[config.mk]
export PLATFORM = sky130hd
export DESIGN_NAME = flash_wsg
export DESIGN_NICKNAME = d
export VERILOG_FILES = /design/src/rtl/flash_wsg_pkg.sv /design/src/rtl/flash_wsg_decode.sv /design/src/rtl/flash_wsg_mux.sv /design/src/rtl/flash_wsg.sv
export SDC_FILE = /design/constraint.sdc
export NUM_CORES = 1
export LEC_CHECK = 0
export BUFFER_PORTS_ARGS = -buffer_cell sky130_fd_sc_hd__buf_2
export CELL_PAD_IN_SITES_DETAIL_PLACEMENT = 1
export CELL_PAD_IN_SITES_GLOBAL_PLACEMENT = 2
export CORE_ASPECT_RATIO = 1.2
export CORE_MARGIN = 4
export CORE_UTILIZATION = 23
export CTS_CLUSTER_DIAMETER = 80
export DETAILED_ROUTE_END_ITERATION = 8
export PLACE_DENSITY_LB_ADDON = 0.1
export SLEW_MARGIN = 30
export SYNTH_ARGS = -nofsm -noshare
export SYNTH_HDL_FRONTEND = slang
export SYNTH_HIERARCHICAL = 1
export SYNTH_SLANG_ARGS = --single-unit
[constraint.sdc]
create_clock -name clk -period 1.7 [get_ports clk]
set_clock_uncertainty 0.2 [all_clocks]
set_input_delay 0.34 -clock clk [delete_from_list [all_inputs] [get_ports clk]]
set_output_delay 0.34 -clock clk [all_outputs]
set_load 0.005 [all_outputs]
[src/rtl/flash_wsg_pkg.sv]
package flash_wsg_pkg;

    localparam int unsigned BYTE_W = 8;

    typedef enum logic [2:0] {
        OP_IDLE    = 3'd0,
        OP_PROG    = 3'd1,
        OP_ERASE   = 3'd2,
        OP_SUSP_RD = 3'd3,
        OP_SUSP_PG = 3'd4
    } op_e;

    typedef struct packed {
        logic [BYTE_W-1:0] dq;
        logic              ready;
        logic              fault;
        logic              tog6;
        logic              tog2;
    } wsg_state_t;

    function automatic logic op_busy(input op_e op);
        return (op == OP_PROG) || (op == OP_ERASE) || (op == OP_SUSP_PG);
    endfunction

endpackage

[src/rtl/flash_wsg_decode.sv]
module flash_wsg_decode #(
    parameter int unsigned ADDR_W = 12,
    parameter int unsigned BANK_W = 2,
    parameter int unsigned SECT_W = 4,
    localparam int unsigned NSECT = 1 << SECT_W
) (
    input  logic [ADDR_W-1:0] rd_addr,
    input  logic [BANK_W-1:0] busy_bank,
    input  logic [NSECT-1:0]  erase_set,
    output logic              bank_hit,
    output logic              in_set
);

    logic [SECT_W-1:0] sector_idx;
    logic [BANK_W-1:0] bank_idx;

    assign sector_idx = rd_addr[ADDR_W-1 -: SECT_W];
    assign bank_idx   = rd_addr[ADDR_W-1 -: BANK_W];
    assign bank_hit   = (bank_idx == busy_bank);
    assign in_set     = erase_set[sector_idx];

endmodule

[src/rtl/flash_wsg_mux.sv]
module flash_wsg_mux
    import flash_wsg_pkg::*;
(
    input  op_e               op,
    input  logic              bank_hit,
    input  logic              in_set,
    input  logic              prog_top,
    input  logic              timer_bit,
    input  logic              fault,
    input  logic              tog6,
    input  logic              tog2,
    input  logic [BYTE_W-1:0] arr_data,
    output logic [BYTE_W-1:0] rd_val,
    output logic              adv6,
    output logic              adv2
);

    always_comb begin
        rd_val = arr_data;
        adv6   = 1'b0;
        adv2   = 1'b0;
        case (op)
            OP_PROG, OP_SUSP_PG: begin
                if (bank_hit) begin
                    rd_val = {~prog_top, tog6, fault, 5'b00000};
                    adv6   = 1'b1;
                end
            end
            OP_ERASE: begin
                if (bank_hit) begin
                    rd_val = {1'b0, tog6, fault, 1'b0, timer_bit,
                              (in_set & tog2), 2'b00};
                    adv6   = 1'b1;
                    adv2   = in_set;
                end
            end
            OP_SUSP_RD: begin
                if (bank_hit && in_set) begin
                    rd_val = {1'b1, 4'b0000, tog2, 2'b00};
                    adv2   = 1'b1;
                end
            end
            default: begin
                rd_val = arr_data;
            end
        endcase
    end

endmodule

[src/rtl/flash_wsg.sv]
module flash_wsg
    import flash_wsg_pkg::*;
#(
    parameter int unsigned ADDR_W = 12,
    parameter int unsigned BANK_W = 2,
    parameter int unsigned SECT_W = 4,
    localparam int unsigned NSECT = 1 << SECT_W
) (
    input  logic              clk,
    input  logic              rst_n,
    input  logic [2:0]        op_mode,
    input  logic [BANK_W-1:0] busy_bank,
    input  logic              rd_strobe,
    input  logic [ADDR_W-1:0] rd_addr,
    input  logic [7:0]        arr_data,
    input  logic [7:0]        prog_data,
    input  logic [NSECT-1:0]  erase_set,
    input  logic              sector_timer,
    input  logic              limit_hit,
    input  logic              cmd_reset,
    output logic [7:0]        dq_out,
    output logic              ready
);

    op_e        op;
    wsg_state_t state_d, state_q;
    logic       bank_hit, in_set, adv6, adv2;
    logic [7:0] rd_val;
    logic       fault_q, tog6_q, tog2_q;

    assign op = op_e'(op_mode);

    flash_wsg_decode #(
        .ADDR_W (ADDR_W),
        .BANK_W (BANK_W),
        .SECT_W (SECT_W)
    ) u_decode (
        .rd_addr   (rd_addr),
        .busy_bank (busy_bank),
        .erase_set (erase_set),
        .bank_hit  (bank_hit),
        .in_set    (in_set)
    );

    flash_wsg_mux u_mux (
        .op        (op),
        .bank_hit  (bank_hit),
        .in_set    (in_set),
        .prog_top  (prog_data[7]),
        .timer_bit (sector_timer),
        .fault     (state_q.fault),
        .tog6      (state_q.tog6),
        .tog2      (state_q.tog2),
        .arr_data  (arr_data),
        .rd_val    (rd_val),
        .adv6      (adv6),
        .adv2      (adv2)
    );

    always_comb begin
        state_d       = state_q;
        state_d.ready = ~op_busy(op);
        if (cmd_reset) begin
            state_d.fault = 1'b0;
        end else if (limit_hit && op_busy(op)) begin
            state_d.fault = 1'b1;
        end
        if (rd_strobe) begin
            state_d.dq = rd_val;
            if (adv6) state_d.tog6 = ~state_q.tog6;
            if (adv2) state_d.tog2 = ~state_q.tog2;
        end
    end

    always_ff @(posedge clk or negedge rst_n) begin
        if (!rst_n) begin
            state_q <= '{dq: '0, ready: 1'b1, fault: 1'b0, tog6: 1'b0, tog2: 1'b0};
        end else begin
            state_q <= state_d;
        end
    end

    assign dq_out  = state_q.dq;
    assign ready   = state_q.ready;
    assign fault_q = state_q.fault;
    assign tog6_q  = state_q.tog6;
    assign tog2_q  = state_q.tog2;

endmodule

Yosys cells after proc, flatten, opt, wreduce, memory -nomap -nowiden
Index checks and enable logic that the tools add are counted.
- $lt $le $gt $ge: 1
- eq/ne operators: 5
- muxes and demuxes: 13
- bitwise gates (word level): 5
- reduce and logical (&&, ||, !) cells: 9
- operators with widths (operator ; count):
    $mux W8 ; 3
    $pmux W8 S3 ; 1
    $mux W1 ; 7
    $eq A3 B2 Y1 const B ; 2
    $lt A4 B5 Y1 const B ; 1
    $bmux W1 S4 ; 1
    $not A1 Y1 ; 4
    $reduce_and A2 Y1 ; 2
    $eq A3 B1 Y1 const B ; 1
    $eq A3 B3 Y1 const B ; 1
    $reduce_or A3 Y1 ; 1
    $eq A2 B2 Y1 ; 1
    $logic_and A1 B1 Y1 ; 2
    $logic_or A1 B1 Y1 ; 2
    $pmux W1 S2 ; 1
    $reduce_bool A2 Y1 ; 1
    $reduce_or A2 Y1 ; 1
    $and A1 B1 Y1 ; 1
- flip-flop bits (word level): 12
- input port bits: 55
- output and inout port bits: 9
- word-level logic and storage cells: 38

Logic depth before layout (Yosys ltp)
Gate-level depths: netlist (run 1).
- depth in word-level cells: 6
- depth in mapped cells: 8
- gate-level depth less buffers: 8

Cells and area by module
Netlist (run 1), hierarchy kept.
- modules (own cells, without submodules) (module ; instances ; cells each ; area each (um^2) ; sequential area each (um^2)):
    flash_wsg ; 1 ; 31 ; 462.9 ; 301.5
    flash_wsg_mux ; 1 ; 26 ; 203.9 ; 0.0
    flash_wsg_decode ; 1 ; 10 ; 156.4 ; 0.0

Least setup slack after synthesis (run 1)
Ideal clock, no wire load.
- kind: input to register
- start: input port rd_addr[8]
- end: register state_q, in the netlist dq_out[2]
- library setup time: 0.125 ns
- arrival: 1.790 ns
- required time: 1.375 ns
- path slack: -0.415 ns
- cell stages on the path: 8
- path buffers: 0
- path through: mux4_1 mux2i_1 mux2i_1 nor2b_4 o21ai_2 nand4_2 a22o_1 mux2_2
- cells in the longest elaborated chain, start to end: 5
- elaborated cells on any way between the ends: 7
- those cells by class: mux (5); bitwise (1); reduce/logical (1)
- ends and longest elaborated chain (element ; line ; RTL):
    start: declaration ; flash_wsg.sv:14 ; input logic [ADDR_W-1:0] rd_addr,
    $bmux W1 S4 * ; flash_wsg_decode.sv:20 ; assign in_set = erase_set[sector_idx];
    $mux W1 (implied by the code) * ; flash_wsg_decode.sv:20 ;
    net in_set ; flash_wsg.sv:27 ; logic bank_hit, in_set, adv6, adv2;
    $and A1 B1 Y1 or $logic_and A1 B1 Y1 (tied branches) ; flash_wsg_mux.sv:32, flash_wsg_mux.sv:38 ;
    $mux W8 (on tied branches) ; flash_wsg_mux.sv:30, flash_wsg_mux.sv:38 ;
    $pmux W8 S3 * ; flash_wsg_mux.sv:22 ; case (op)
    net rd_val[2] ; flash_wsg.sv:28 ; logic [7:0] rd_val;
    end signal: assignment ; flash_wsg.sv:77 ; state_q <= '{dq: '0, ready: 1'b1, fault: 1'b0, tog6: 1'b0, tog2: 1'b0};
    end signal: assignment ; flash_wsg.sv:79 ; state_q <= state_d;
    end: declaration ; flash_wsg.sv:26 ; wsg_state_t state_d, state_q;
The timed path passes the listed nets; every way through them passes the cells marked *. The select of a mux whose other input is x is not followed.
A chain may end at the register's enable or synchronous reset.

Worst setup path after layout (run 1)
- start: input port rd_addr[8]
- end: register state_q, in the netlist dq_out[5]
- cells in the longest elaborated chain, start to end: 5
- ends and longest elaborated chain (element ; line ; RTL):
    $bmux W1 S4 ; flash_wsg_decode.sv:20 ;
    $mux W1 (implied by the code) ; flash_wsg_decode.sv:20 ;
    net in_set ; flash_wsg.sv:27 ;
    $logic_and A1 B1 Y1 ; flash_wsg_mux.sv:38 ; if (bank_hit && in_set) begin
    $mux W8 ; flash_wsg_mux.sv:38 ;
    $pmux W8 S3 ; flash_wsg_mux.sv:22 ;
    net rd_val[5] ; flash_wsg.sv:28 ;
The timed path passes the listed nets, and every way through them passes these cells. The select of a mux whose other input is x is not followed.

==> results of run 1 <==
==> logic make-up (layout without fill, tap and decap cells) <==
logic type | after synthesis | count (layout)
AO/OA/AOI/OAI | 14 | 14
XOR/XNOR | 6 | 6
buffers and inverters | 5 | 65
flip-flops | 12 | 12
multiplexers | 15 | 15
AND/OR/NAND/NOR | 15 | 15
==> per-stage QoR <==
stage          cells  setup slack [ns]
2_1_floorplan     67            -0.379
3_3_place_gp     158            -0.702
3_5_place_dp     158            -0.744
4_1_cts          164            -0.419
5_1_grt          164            -0.459
6_report         164            -0.383
==> power by group through the flow <==
stage	combinational (mW)	clock [mW]	sequential (mW)
after floorplan	0.130	0	0.377
after global routing	0.323	0.332	0.383
after global placement	0.252	0	0.377
after CTS	0.273	0.323	0.373
final	0.296	0.310	0.373
after detailed placement	0.257	0	0.378
==> registers in the layout, indices dropped and copies added, names as in the netlist <==
name     count
tog6_q       1
tog2_q       1
dq_out       8
ready        1
fault_q      1
==> synthesized netlist by cell type <==
library cell   n
or3_1          1
nand2_1        3
a22o_1         3
nor2_1         1
nor4bb_1       1
dfstp_2        1
a21oi_1        1
inv_1          2
buf_6          2
xor2_1         4
and4b_1        1
xnor2_1        2
o21ai_0        6
nor2b_4        1
o211ai_1       1
and2_1         3
o211a_1        1
a21bo_2        1
o21ai_2        1
nand4_2        1
nor4b_1        2
buf_2          1
mux4_1         4
dfrtp_1       11
and2b_1        1
mux2_2         8
mux2i_1        3
==> path summary, 6_finish.rpt <==
check                           start         to  slack (ns)
min                         cmd_reset    fault_q        0.05
max in group asynchronous       rst_n      ready        0.71
min reg2reg                    tog2_q     tog2_q        0.27
max reg2reg                    tog6_q  dq_out[6]        0.54
min in group asynchronous       rst_n  dq_out[1]        0.31
max                        rd_addr[8]  dq_out[5]       -0.38
==> area by class of cell <==
class	instances	area, µm²	area share, %
Multi-Input combinational cell	50	528	40.9
Timing Repair Buffer	59	352	27.3
Clock buffer	4	55.1	4.27
Inverter	2	7.51	0.582
Tap cell	37	46.3	3.59
Sequential cell	12	302	23.4
==> metal layers <==
metal  GRT usage [%]  vias up  part of all wire (%)
met5               0        -                     0
met4            5.88        0                   1.9
met3            1.99        4                   7.1
met2            17.3       35                    49
met1            12.4      368                    42
li1                -      370                     -
==> timing repair <==
action | in CTS | in global routing
buffers inserted | 1 | 0
resized for setup | 7 | 15
endpoints found under the setup margin | 9 | 10
pin swaps | 2 | 2
hold endpoints to repair | 11 | 0
hold buffers | 1 | 0
gates cloned | 0 | 0
==> results.cfg, run 1 <==
[sta]
finalSetupViolations = 8
hold_slack_ns = 0.0519
hold_viol = 0
finalSetupTns_ns = -2.68
fmax_mhz = 480
slew_headroom_pct = 79.5
setup_ws_ns = -0.383
maxSlewViolCount = 0
rsz0062_at_grt = true
period_minus_slack_ns = 2.08
worstMarginPinSlew_ns = 0.303
fin_crit_sh_pct = 123

[clock_network]
cts_buffers = 3
cts_tree = built
clk_pin_slew_ns = 0.05
clock_sinks = 12
htree_levels = 1
clk_path_buf_depth = 2
clock_latency_ns = 0.24
cts_root_buf = clkbuf_8

[die]
placementRows = 23
initial_core_util_pct = 24.2
pin_count = 64
die_x_um = 62.6
die_area_um2 = 4600
core_area_um2 = 3400
die_y_um = 73.5

[setup_path]
cp_slowest_stage_delay_ns = 0.33
r2r_cells = 2
crit_chain = buf_8, mux4_2, mux2i_2, mux2i_2, nor2b_4, o21ai_2, nand4_4, a22o_1, mux2_4
worstSetupPathType = in2reg
crit_path_max_fanout = 7
arrival_ns = 2.01
critPathLaunchType = input port
worst_path_most_repeated_cell = mux2i_2
critical-path-top-delay-family = multiplexers
required_ns = 1.62
cp-end-kind = flip-flop
crit_slowest_cell = mux4_2
cp.depth = 9
path_buf_inv = 1

[worst_hold_path]
hold_class = in2reg
whs_path_depth = 2

[detailed_routing]
vias_per_cell = 4.74
drc = 0
routed_wl_mm = 2.27
wl_per_cell_um = 13.9
drt-pass1-iter-count = 2
drt_iter0_drc = 7
vias = 777
final_antenna_net_count = 0

[cells_and_area]
utilization_pct = 38.0
drive_gt1_share_pct = 66.9
n_antenna_cell = 0
finalNetCount = 183
final_common_cell = buf_2
final_cell_mix = 47 x buf_2, 11 x dfrtp_1, 8 x buf_4, 7 x mux2_4
nFillCells = 398
area_growth_pct = 56.7
final_cell_area_um2 = 1290

[power_and_ir_drop]
power_frac_comb_pct = 30.2
power_density_nw_per_um2 = 759
intPower_mw = 0.731
p_leak_nw = 0.639
max-vdd-ir-drop_mv = 0.191
p_total_mw = 0.979
clkPwrFrac_pct = 31.7
switching_share_pct = 25.3
p_seq_share_pct = 38.1
switchingPower_mw = 0.248

[global_route]
grt_pass1_vias = 823
antenna_found_initial = 0
grt_max_degree = 13
grt_pass1_wl_mm = 3.74
grt_overflow = 0
track_usage_pct = 10.3

[placed_design]
post-dp-hpwl_mm = 1.89
portBuffers = 48
gp_congestion = 0.680
postPlaceCellArea_um2 = 1160

[synth]
ys_ff_latch = 12
synthMuxAreaShare_pct = 27.4
synth_top_cells_by_area = dfrtp_1 33%, mux4_1 13%, mux2_2 11%
synthAdderAreaFrac_pct = 0
synth_fp_nets = 122
synthDistinctLibCells = 27
synth-seq-area-share_pct = 36.6
syn_area_per_cell_um2 = 12.3
synth_top_family_by_area = multiplexers
netlist_instances = 67
yosys.area_share.simple_pct = 13.5
synth_xor_area_share_pct = 6.38
synth_top_area_share_pct = 33.4
synth_largest_area_cell = dfrtp_1
synth_compound_area_share_pct = 11.9
synth-warning-count = 6
syn-cell-area_um2 = 823

[run]
maxCapViolations = 0

[outcome]
outcome = finished with violations
violations = setup timing
No activity file was read; power rests on OpenSTA's default activity.
==> inputs of run 2 (changes only) <==
Settings changed: BUFFER_PORTS_ARGS -buffer_cell sky130_fd_sc_hd__buf_2 to -buffer_cell sky130_fd_sc_hd__clkbuf_2.
==> run 2 against run 1 <==
Effect of this change:
- the flow still finishes with violations (setup timing)
- combinational power is 6.8% lower
- worst hold slack improved by 0.00067 ns
- first-iteration DRC count is the same
- critical path depth unchanged
- via count is 4.8% lower
- wire length shrank 3.3%
- die area stayed put
- cell count is 0.61% lower
- clock power about the same
- register-to-register slack about the same
- setup slack better by 0.0062 ns
- critical endpoint is now dq_out[2]
==> results.cfg, run 2 (synthesis gave the netlist of run 1 again) <==
[sta]
finalSetupViolations = 9
setup_ws_ns = -0.377
hold_viol = 0
slew_headroom_pct = 79.5
period_minus_slack_ns = 2.08
fmax_mhz = 481
hold_slack_ns = 0.0525
finalSetupTns_ns = -2.72
fin_crit_sh_pct = 122
rsz0062_at_grt = true
worstMarginPinSlew_ns = 0.304
maxSlewViolCount = 0

[die]
initial_core_util_pct = 24.2
core_area_um2 = 3400
die_area_um2 = 4600
pin_count = 64
placementRows = 23
die_x_um = 62.6
die_y_um = 73.5

[placed_design]
gp_congestion = 0.679
portBuffers = 48
post-dp-hpwl_mm = 1.87

[clock_network]
clock_sinks = 12
cts_setup_buffers = 0
cts_buffers = 3
clock_latency_ns = 0.23
cts_tree = built
clk_path_buf_depth = 2
htree_levels = 1
cts_root_buf = clkbuf_8
clk_pin_slew_ns = 0.05

[outcome]
violations = setup timing
outcome = finished with violations

[cells_and_area]
largest_reg_flops = 8
n_antenna_cell = 0
finalNetCount = 182
drive_gt1_share_pct = 62.7
utilization_pct = 37.3
final_common_cell = clkbuf_2
area_growth_pct = 53.8
final_cell_mix = 47 x clkbuf_2, 11 x dfrtp_1, 8 x buf_4

[global_route]
grt_overflow = 0
grt.busiest_layer = met2
grt.met1_usage_pct = 12.3
grt_pass1_wl_mm = 3.67
use_met3_pct = 2.29
grt_max_degree = 13
grt_pass1_vias = 822
antenna_found_initial = 0
grt.met2_usage_pct = 16.7
track_usage_pct = 10.1

[setup_path]
r2r_slack_ns = 0.53
required_ns = 1.62
crit_path_max_fanout = 7
worstSetupPathType = in2reg
crit_chain = clkbuf_16, mux4_2, mux2i_1, mux2i_2, nor2b_4, o21ai_2, nand4_4, a22o_1, mux2_4
cp-end-kind = flip-flop
critPathLaunchType = input port
arrival_ns = 2.00
crit_slowest_cell = mux4_2
cp_slowest_stage_delay_ns = 0.32

[detailed_routing]
final_antenna_net_count = 0
drc = 0
vias_per_cell = 4.54
routed_wl_mm = 2.20
vias = 740
wl_per_cell_um = 13.5
drt-pass1-iter-count = 2
drt_iter0_drc = 7

[power_and_ir_drop]
p_leak_nw = 0.634
p_total_mw = 0.959
max-vdd-ir-drop_mv = 0.245
power_density_nw_per_um2 = 757

[worst_hold_path]
hold_class = in2reg

[run]
maxCapViolations = 0
[run 2: changes by cell type in the layout (fill, tap and decap cells not counted), moves of 2 or more]
| cell | change |
|---|---|
| and2_1 | +2 |
| and2_4 | -2 |
| buf_2 | -47 |
| clkbuf_2 | +47 |
| mux2_2 | +3 |
| mux2_4 | -3 |
[run 2: area by class of cell]
class	instances	area, µm²
Clock buffer	4	55.1
Tap cell	37	46.3
Timing Repair Buffer	58	350
Sequential cell	12	302
Inverter	2	7.51
Fill cell	412	2130
Multi-Input combinational cell	50	505
[run 2: critical path: cells and delay by family]
| kind | cells | cell delay, ns |
|---|---|---|
| buffers and inverters | 1 | 0.13 |
| AOI/OAI and AO/OA | 2 | 0.41 |
| muxes | 4 | 0.88 |
| and+or+nand+nor | 2 | 0.23 |
[run 2: worst paths after layout]
check	end	start	cells after the start
worst max-delay path	dq_out[2]	rd_addr[8]	9
worst min-delay path	fault_q	cmd_reset	2
worst max register to register	dq_out[2]	tog2_q	2
worst min register to register	tog6_q	tog6_q	1
max in group asynchronous	ready	rst_n	2
min in group asynchronous	dq_out[5]	rst_n	2
[run 2: layer usage]
layer	routed length [µm]	up-vias	share of wire [%]
met5	0	-	0
met2	1020	33	47
met1	997	336	45
li1	-	369	-
met3	148	2	6.7
met4	27	0	1.2
[run 2: where the power goes]
group	leakage [nW]	internal (mW)	switching, mW
combinational	0.462	0.170	0.105
sequential	0.143	0.342	0.0325
clock	0.0288	0.204	0.104
total	0.634	0.717	0.242
[run 2: through the flow]
stage	instance area, µm²	setup WS [ns]	cells
2_1_floorplan	820	-0.379	67
3_3_place_gp	1160	-0.706	158
3_5_place_dp	1160	-0.772	158
4_1_cts	1260	-0.416	163
5_1_grt	1270	-0.480	163
6_report	1270	-0.377	163
[run 2: timing repair]
item,4_1_cts,5_1_grt
endpoints found under the setup margin,9,10
pin swaps,4,7
hold buffers,1,0
gates resized for setup,8,5
endpoints found under the hold margin,11,0
==> inputs of run 3 (changes only) <==
Settings changed: ABC_CLOCK_PERIOD_IN_PS set to 1700, CORE_MARGIN 4 to unset, RECOVER_POWER set to 25.
==> run 3 against run 2 <==
Effect of this change:
- the run still ends with setup timing left
- setup slack better by 0.0080 ns
- highest routed layer unchanged
- global-route usage increased by 1.1 points
- critical endpoint is now dq_out[6]
- non-clock buffer count is 3 lower
- cell count shrank 1.8%
- die area shrank 17%
- first-iteration DRC count increased by 14%
- largest cell class unchanged
- wire length is 6.4% lower
==> results.cfg, run 3 (synthesis gave the netlist of run 1 again) <==
[cells_and_area]
nFillCells = 392
final_cell_mix = 46 x clkbuf_2, 11 x dfrtp_1, 6 x mux2_2, 6 x buf_4
multi_input_area_um2 = 498
drive_gt1_share_pct = 62.6
largest_reg_flops = 8
regArea_um2 = 302
area_growth_pct = 48.5
finalNetCount = 179
utilization_pct = 36.3
n_antenna_cell = 0
final_common_cell = clkbuf_2

[setup_path]
critPathLaunchType = input port
r2r_cells = 2
required_ns = 1.62
reg2reg_from = tog6_q
cp-end-kind = flip-flop
r2r_end = dq_out[6]
worstSetupPathType = in2reg
r2r_slack_ns = 0.55
arrival_ns = 1.99
cp-startpoint = rd_addr[8]
critPathCapture = dq_out[6]
crit_path_max_fanout = 7

[sta]
finalSetupViolations = 8
period_minus_slack_ns = 2.07
rsz0062_at_grt = true
fmax_mhz = 483
maxSlewViolCount = 0
hold_viol = 0
worstMarginPinSlew_ns = 0.680
slew_headroom_pct = 54.7
fin_crit_sh_pct = 122
setup_ws_ns = -0.369

[clock_network]
htree_levels = 1
clk_pin_slew_ns = 0.05
clock_latency_ns = 0.24
cts_buffers = 3
clock_sinks = 12
cts_tree = built
clk_path_buf_depth = 2
cts_setup_buffers = 0
cts_root_buf = clkbuf_8

[die]
die_area_um2 = 3820
placementRows = 23
core_area_um2 = 3370
die_y_um = 67.5
initial_core_util_pct = 24.5
pin_count = 64
die_x_um = 56.6

[worst_hold_path]
hold_class = in2reg

[detailed_routing]
vias_per_cell = 4.60
drc = 0
drt-pass1-iter-count = 2
routed_wl_mm = 2.06
drt_iter0_drc = 8
wl_per_cell_um = 12.9
vias = 736
final_antenna_net_count = 0

[power_and_ir_drop]
power_frac_comb_pct = 27.9
switchingPower_mw = 0.238
clkPwrFrac_pct = 32.5
power_density_nw_per_um2 = 773
p_leak_nw = 0.598
p_total_mw = 0.945
max-vdd-ir-drop_mv = 0.366
switching_share_pct = 25.1
intPower_mw = 0.708
p_seq_share_pct = 39.7

[global_route]
grt_max_degree = 13
antenna_found_initial = 0
grt_pass1_vias = 767
grt_overflow = 0
grt_pass1_wl_mm = 3.31
track_usage_pct = 11.2

[placed_design]
gp_congestion = 0.750
post-dp-hpwl_mm = 1.69
portBuffers = 48

[run]
maxCapViolations = 0

[outcome]
violations = setup timing
outcome = finished with violations
[run 3: stage by stage]
step,setup slack [ns],instances,cell area (µm²),hold slack [ns],setup TNS [ns]
2_1_floorplan,-0.379,67,820,-0.156,-2.86
4_1_cts,-0.428,160,1220,0.0371,-3.06
3_5_place_dp,-0.737,155,1120,0.0556,-6.16
3_3_place_gp,-0.676,155,1120,0.0446,-5.72
5_1_grt,-0.476,160,1220,0.0383,-3.56
6_report,-0.369,160,1220,0.0443,-2.57
[run 3: routing by layer]
layer	GRT usage [%]	part of all wire (%)	up-vias
met4	5.49	1.2	0
met3	1.34	6.6	2
met1	12.4	39	338
li1	-	-	366
met2	21.2	53	30
met5	0	0	-
[run 3: how the worst min path moves through the flow]
stage               from        end  slack, ns  cells past startpoint
2_1_floorplan      rst_n  dq_out[0]      -0.16                      0
3_3_place_gp       rst_n  dq_out[1]       0.04                      1
3_5_place_dp       rst_n  dq_out[1]       0.06                      1
4_1_cts        cmd_reset    fault_q       0.04                      2
5_1_grt        cmd_reset    fault_q       0.04                      2
6_report       cmd_reset    fault_q       0.04                      2
[run 3: worst max-delay path, cell delays in order]
cell and delay, ns:
clkbuf_16 0.13, mux4_2 0.34, mux2i_2 0.07, mux2i_2 0.23
nor2b_4 0.07, o21ai_2 0.16, nand4_4 0.15, a22o_1 0.26
mux2_4 0.25
[run 3: layout make-up]
type                       count  share of cell area, %
inverter                       2                  0.614
multi-input combinational     50                   40.7
clock buffer                   4                   4.50
timing repair buffer          55                   25.7
tap                           37                   3.79
sequential                    12                   24.7
[run 3: repair_timing]
item / CTS / global route
endpoints found under the hold margin: 11 / 0
setup endpoints to repair: 9 / 10
resized for setup: 7 / 6
hold buffers: 1 / 0
pin swaps: 3 / 3
[run 3: power groups by stage]
stage,Clock [mW],Combinational [mW],Sequential [mW]
4_1_cts,0.320,0.260,0.377
2_1_floorplan,0,0.130,0.377
6_report,0.307,0.263,0.375
3_5_place_dp,0,0.246,0.381
3_3_place_gp,0,0.240,0.380
5_1_grt,0.327,0.292,0.382
